## src/rtl/pclk_pkg.sv

```systemverilog
package pclk_pkg;
    localparam int K_W = 5;
    localparam int N_W = 7;
    localparam int P_W = 2;

    typedef enum logic [1:0] {
        ST_IDLE   = 2'd0,
        ST_LAUNCH = 2'd1,
        ST_WAIT   = 2'd2,
        ST_FINISH = 2'd3
    } srch_state_e;
endpackage

```

## src/rtl/pclk_prep.sv

```systemverilog
// Clamps the requested period, checks the range and picks the post-shift.
module pclk_prep #(
    parameter int PER_W   = 32,
    parameter int BASE    = 256016,
    parameter int MIN_PER = 5000,
    parameter int DW      = 23
) (
    input  logic [PER_W-1:0] period,
    output logic             range_err,
    output logic             shift3,
    output logic [DW-1:0]    target
);
    localparam logic [PER_W-1:0] MIN_V   = PER_W'(MIN_PER);
    localparam logic [PER_W-1:0] LIMIT_V = PER_W'(BASE) << 3;
    localparam logic [PER_W-1:0] THR_V   = PER_W'((BASE + 15) / 16);

    logic [PER_W-1:0] per_c;
    logic [DW-1:0]    per_n;

    always_comb begin
        per_c     = (period < MIN_V) ? MIN_V : period;
        range_err = per_c > LIMIT_V;
        shift3    = per_c < THR_V;
        per_n     = per_c[DW-1:0];
        target    = shift3 ? (per_n << 3) : (per_n << 2);
    end
endmodule

```

## src/rtl/pclk_rdiv.sv

```systemverilog
// Restoring divider, one quotient bit per clock.
module pclk_rdiv #(
    parameter int DW = 23
) (
    input  logic          clk,
    input  logic          rst_n,
    input  logic          go,
    input  logic [DW-1:0] dividend,
    input  logic [DW-1:0] divisor,
    output logic          fin,
    output logic [DW-1:0] quo,
    output logic [DW-1:0] rem
);
    localparam int CW = $clog2(DW + 1);

    typedef struct packed {
        logic [CW-1:0] cnt;
        logic [DW-1:0] acc;
        logic [DW-1:0] qsh;
        logic          busy;
        logic          fin;
    } div_st_t;

    div_st_t st_d, st_q;
    logic [DW:0] shifted;
    logic [DW:0] diff;

    always_comb begin
        st_d     = st_q;
        st_d.fin = 1'b0;
        shifted  = {st_q.acc, st_q.qsh[DW-1]};
        diff     = shifted - {1'b0, divisor};
        if (go) begin
            st_d.acc  = '0;
            st_d.qsh  = dividend;
            st_d.cnt  = CW'(DW);
            st_d.busy = 1'b1;
        end else if (st_q.busy) begin
            if (shifted >= {1'b0, divisor}) begin
                st_d.acc = diff[DW-1:0];
                st_d.qsh = {st_q.qsh[DW-2:0], 1'b1};
            end else begin
                st_d.acc = shifted[DW-1:0];
                st_d.qsh = {st_q.qsh[DW-2:0], 1'b0};
            end
            st_d.cnt = st_q.cnt - 1'b1;
            if (st_q.cnt == CW'(1)) begin
                st_d.busy = 1'b0;
                st_d.fin  = 1'b1;
            end
        end
    end

    always_ff @(posedge clk or negedge rst_n) begin
        if (!rst_n) st_q <= '0;
        else        st_q <= st_d;
    end

    assign fin = st_q.fin;
    assign quo = st_q.qsh;
    assign rem = st_q.acc;
endmodule

```

## src/rtl/pclk_param_solver.sv

```systemverilog
// Exhaustive minimum-remainder search over the multiplier range.
module pclk_param_solver
    import pclk_pkg::*;
#(
    parameter int PER_W   = 32,
    parameter int BASE    = 256016,
    parameter int MIN_PER = 5000,
    parameter int K_LAST  = 31
) (
    input  logic             clk,
    input  logic             rst_n,
    input  logic             start,
    input  logic [PER_W-1:0] period,
    output logic             ready,
    output logic [K_W-1:0]   k_out,
    output logic [N_W-1:0]   n_out,
    output logic [P_W-1:0]   p_out,
    output logic             err
);
    localparam int DW    = $clog2(BASE * 32 + 1);
    localparam int N_LIM = 1 << N_W;

    typedef struct packed {
        srch_state_e    st;
        logic [K_W-1:0] k;
        logic [DW-1:0]  prod;
        logic [DW-1:0]  tgt;
        logic           shift3;
        logic [K_W-1:0] best_k;
        logic [N_W-1:0] best_n;
        logic [DW-1:0]  best_rem;
        logic           found;
        logic [K_W-1:0] k_o;
        logic [N_W-1:0] n_o;
        logic [P_W-1:0] p_o;
        logic           err_o;
    } srch_t;

    srch_t s_d, s_q;

    logic          pre_rerr;
    logic          pre_sh3;
    logic [DW-1:0] pre_tgt;
    logic          div_fin;
    logic [DW-1:0] div_quo;
    logic [DW-1:0] div_rem;
    logic          div_go;
    logic          qualifies;

    pclk_prep #(
        .PER_W(PER_W), .BASE(BASE), .MIN_PER(MIN_PER), .DW(DW)
    ) u_prep (
        .period   (period),
        .range_err(pre_rerr),
        .shift3   (pre_sh3),
        .target   (pre_tgt)
    );

    assign div_go = (s_q.st == ST_LAUNCH);

    pclk_rdiv #(.DW(DW)) u_div (
        .clk     (clk),
        .rst_n   (rst_n),
        .go      (div_go),
        .dividend(s_q.prod),
        .divisor (s_q.tgt),
        .fin     (div_fin),
        .quo     (div_quo),
        .rem     (div_rem)
    );

    always_comb begin
        s_d = s_q;
        qualifies = (div_quo != '0) && (div_quo < DW'(N_LIM))
                    && (div_rem < s_q.best_rem);
        case (s_q.st)
            ST_IDLE: begin
                if (start) begin
                    s_d.k        = K_W'(1);
                    s_d.prod     = DW'(BASE);
                    s_d.tgt      = pre_tgt;
                    s_d.shift3   = pre_sh3;
                    s_d.best_k   = '0;
                    s_d.best_n   = '0;
                    s_d.best_rem = pre_tgt;
                    s_d.found    = 1'b0;
                    s_d.st       = pre_rerr ? ST_FINISH : ST_LAUNCH;
                end
            end
            ST_LAUNCH: s_d.st = ST_WAIT;
            ST_WAIT: begin
                if (div_fin) begin
                    if (qualifies) begin
                        s_d.best_k   = s_q.k;
                        s_d.best_n   = div_quo[N_W-1:0];
                        s_d.best_rem = div_rem;
                        s_d.found    = 1'b1;
                    end
                    if (s_q.k == K_W'(K_LAST)) begin
                        s_d.st = ST_FINISH;
                    end else begin
                        s_d.k    = s_q.k + 1'b1;
                        s_d.prod = s_q.prod + DW'(BASE);
                        s_d.st   = ST_LAUNCH;
                    end
                end
            end
            ST_FINISH: begin
                s_d.k_o   = s_q.found ? s_q.best_k : '0;
                s_d.n_o   = s_q.found ? s_q.best_n : '0;
                s_d.p_o   = s_q.found ? (s_q.shift3 ? P_W'(3) : P_W'(2)) : '0;
                s_d.err_o = !s_q.found;
                s_d.st    = ST_IDLE;
            end
            default: s_d.st = ST_IDLE;
        endcase
    end

    always_ff @(posedge clk or negedge rst_n) begin
        if (!rst_n) begin
            s_q    <= '0;
            s_q.st <= ST_IDLE;
        end else begin
            s_q <= s_d;
        end
    end

    assign ready = (s_q.st == ST_IDLE);
    assign k_out = s_q.k_o;
    assign n_out = s_q.n_o;
    assign p_out = s_q.p_o;
    assign err   = s_q.err_o;
endmodule

```

## config.mk

```make
export PLATFORM = sky130hd
export DESIGN_NAME = pclk_param_solver
export DESIGN_NICKNAME = d
export VERILOG_FILES = /design/src/rtl/pclk_pkg.sv /design/src/rtl/pclk_prep.sv /design/src/rtl/pclk_rdiv.sv /design/src/rtl/pclk_param_solver.sv
export SDC_FILE = /design/constraint.sdc
export NUM_CORES = 1
export LEC_CHECK = 0
export ABC_AREA = 1
export BUFFER_PORTS_ARGS = -buffer_cell sky130_fd_sc_hd__buf_2
export CAP_MARGIN = 20
export CORE_UTILIZATION = 46
export DETAILED_ROUTE_END_ITERATION = 8
export PLACE_DENSITY_LB_ADDON = 0.08
export SYNTH_ARGS = -nofsm -noshare
export SYNTH_HDL_FRONTEND = slang
export SYNTH_SLANG_ARGS = --single-unit
```

## constraint.sdc

```tcl
create_clock -name clk -period 5.5 [get_ports clk]
set_input_delay 0.275 -clock clk [delete_from_list [all_inputs] [get_ports clk]]
set_output_delay 0.275 -clock clk [all_outputs]
set_load 0.1 [all_outputs]
```

==> results.yml <==
synth:
  yosysWarningCount: 0
  synth_area_leaders: "dfrtp_1 42%, nand2_1 8.1%, ha_1 6.6%"
  yosysTopAreaCell: "dfrtp_1"
  ys_seq_area_share_pct: 42.02
  yosysTopAreaCellShare_pct: 42.02
  ys.flop_type: "dfrtp_1"
  ys_ff_latch: 152
  syn_inst: 1132
  async_flop_share_pct: 100.0
  synth_edf_count: 0
  synth_area_sq_um: 9051
  avgSynthCellArea_sq_um: 7.996
  syn-num-nets: 1216
  synth_cell_type_count: 52
final_layout:
  area_growth_pct: 10.52
  final_net_count: 1242
  fillers: 1908
  antenna_cells: 0
  regArea_sq_um: 3804
  drive_gt1_share_pct: 11.61
  fin_area_sq_um: 10000
  multi_input_comb_area_sq_um: 4355
timing:
  period_share_pct: 57.18
  maxSlewHeadroom_pct: 24.83
  fin_ws_ns: 2.355
  rsz0062_at_grt: "false"
  worst_pin_slew_ns: 1.117
  drv_slew: 0
  setup_viol: 0
  timing.hold.ws_ns: 0.1777
  fmax_mhz: 318.0
  fin_tns_setup_ns: 0
  period_needed_ns: 3.145
  fin_skew_ns: 0.01250
  hold_viol_final: 0
placed_design:
  dp_slack_ns: 2.318
  postPlaceCellArea_sq_um: 9403
  dp_hpwl_um: 17370
  routabilityCongestion: 0.8484
  port-buffer-count: 50
clocking:
  numCtsBuffers: 17
  cts.reportedPaths.clkPinSlew_ns: 0.06
  cts-root-buf: "clkbuf_16"
  ctsResizeCount: 0
  cts_tree: "built"
  insertion_delay_ns: 0.43
  clock_sinks: 152
  h-tree-depth: 4
  clock_path_buffers: 2
floorplan:
  die_w_um: 142.3
  rows: 50
  dieArea_sq_um: 20240
  core-area_sq_um: 19020
  start_util_pct: 47.59
  fp.dieH_um: 142.3
  io_pins: 51
critical_path:
  cp_max_fo: 25
  start_kind: "flip-flop"
  critical_path_required_ns: 5.77
  critPathKind: "flip-flop to flip-flop"
  endpoint_kind: "flip-flop"
  r2r_slack_ns: 2.36
  r2r-start: "s_q[104]"
  r2r-end: "s_q[85]"
  r2r_cells: 8
  cp_data_arrival_time_ns: 3.42
routing:
  drt_pass1_iterations: 5
  drt_iter0_markers: 566
  num_vias: 7657
  route.detailed.drc: 0
  routed_wl_um: 23830
  avgRoutedWirePerCell_um: 16.65
  ant_nets: 0
  vias_per_cell: 5.351
power:
  power_frac_clock_pct: 16.8
  switching_share_pct: 48.72
  p_switching_mw: 3.310
  power_mw: 6.794
  power.share.sequential_pct: 28.5
  power_density_nw_per_um2: 679.2
  ir_drop_mv: 0.3371
  p_comb_share_pct: 54.8
  power.internal_mw: 3.484
  p_leak_nw: 4.863
flow_run:
  maxCapViolations: 0
worst_hold_path:
  min_to: "s_q[72]"
  hp-start: "period[18]"
  whs_path_depth: 3
  hold_class: "primary input to flip-flop"
global_routing:
  grt_pass1_wl_um: 38880
  grt_util_all_layers_pct: 25.06
  grt_pass1_vias: 7332
  antenna_found_initial: 0
  grt_overflow: 0
  grt_max_degree: 80
run_status:
  status: "complete, no violations"
## stage by stage
step           instances  utilization, %
3_5_place_dp        1397           49.44
6_report            1431           52.60
4_1_cts             1430           52.45
3_3_place_gp        1396           49.30
2_1_floorplan       1132               -
5_1_grt             1431           52.60
## area by class of cell
class | instances | share of cell area [%]
clock buffers | 17 | 4.253
clock inverters | 15 | 1.376
inverters | 157 | 5.891
multi-input cells | 771 | 43.54
flip-flops and latches | 152 | 38.02
well taps | 260 | 3.252
repair buffers | 59 | 3.665
## metal layers
metal  track usage (%)  vias to the layer above  wire length [um]
li1                  -                     3824                 -
met1             37.74                     3646             12610
met2             37.64                      174             10150
met3             3.735                       13               878
met4             5.772                        0               193
met5                 0                        -                 0
## placed cells by master, fill, tap and decap left out, types with 4 or more instances in the layout
cell       Yosys  layout
nand2_1      195     195
dfrtp_1      152     152
inv_1        151     151
o21ai_0      111     111
nor2_1       103     103
a21oi_1       74      74
nand3_1       58      58
buf_2          7      49
ha_1          48      48
nand4_1       24      24
clkbuf_16      0      17
nor3_1        16      16
a22o_1        13      13
o22ai_1       12      12
o221ai_1      11      11
nand2_2       10      10
xor2_1         9       9
nor4_1         8       8
xnor2_1        8       8
o211ai_1       7       7
nand3_2        7       7
a21oi_2        7       7
inv_6          0       7
nor2_2         6       6
buf_4         15       6
nand3b_1       4       4
clkinv_1       4       4
a31oi_1        4       4
clkinv_2       0       4
## kinds of logic (layout without fill, tap and decap cells)
| group | count (synthesis) | count (layout) | synth area share, % |
|---|---|---|---|
| buf+inv | 209 | 248 | 9.856 |
| simple gates | 445 | 445 | 22.93 |
| compound gates | 260 | 260 | 16.69 |
| fa+ha+maj | 49 | 49 | 6.857 |
| flops | 152 | 152 | 42.02 |
| xor+xnor | 17 | 17 | 1.645 |
## state kept, by name, indices dropped and copies added, names as in the netlist
| name | flops |
|---|---|
| u_div.quo | 23 |
| n_out | 7 |
| p_out | 2 |
| u_div.st_q | 6 |
| err | 1 |
| u_div.rem | 23 |
| k_out | 5 |
| u_div.fin | 1 |
| s_q | 84 |
## worst max-delay path by stage
stage	from	endpoint	cells past startpoint	slack, ns
4_1_cts	s_q[104]	s_q[85]	8	2.30
2_1_floorplan	s_q[104]	s_q[85]	9	2.30
5_1_grt	s_q[104]	s_q[85]	8	1.97
3_5_place_dp	s_q[104]	s_q[85]	8	2.32
6_report	s_q[104]	s_q[85]	8	2.36
3_3_place_gp	s_q[104]	s_q[38]	8	2.11
## cell usage after synthesis (11+ instances only)
library cell and count:
o21ai_0 111, nor3_1 16, inv_1 151, buf_4 15
nor2_1 103, a21oi_1 74, a22o_1 13, clkbuf_1 23
nand2_1 195, nand4_1 24, dfrtp_1 152, o221ai_1 11
ha_1 48, o22ai_1 12, nand3_1 58
## timing repair
item                                   in CTS  in global routing
hold buffers                                1                  0
endpoints found under the hold margin      73                  0
setup buffers                               0                  0
## power by group through the flow
stage | clock (mW) | sequential (mW) | combinational [mW]
3_3_place_gp | 0 | 1.94 | 3.66
3_5_place_dp | 0 | 1.95 | 3.68
5_1_grt | 1.21 | 1.99 | 4.19
2_1_floorplan | 0 | 1.87 | 2.88
4_1_cts | 1.16 | 1.93 | 3.71
6_report | 1.14 | 1.93 | 3.72
## worst max-delay path, stage by stage (launching register included)
cell and delay (ns):
dfrtp_1 0.45, nor2_1 0.32, nand2_1 0.64, o21ai_2 0.31, nand2_1 0.43, nor3_1 0.43, nand2_1 0.16, nor3_1 0.17
nor3_1 0.07
No activity file was read; power rests on OpenSTA's default activity.
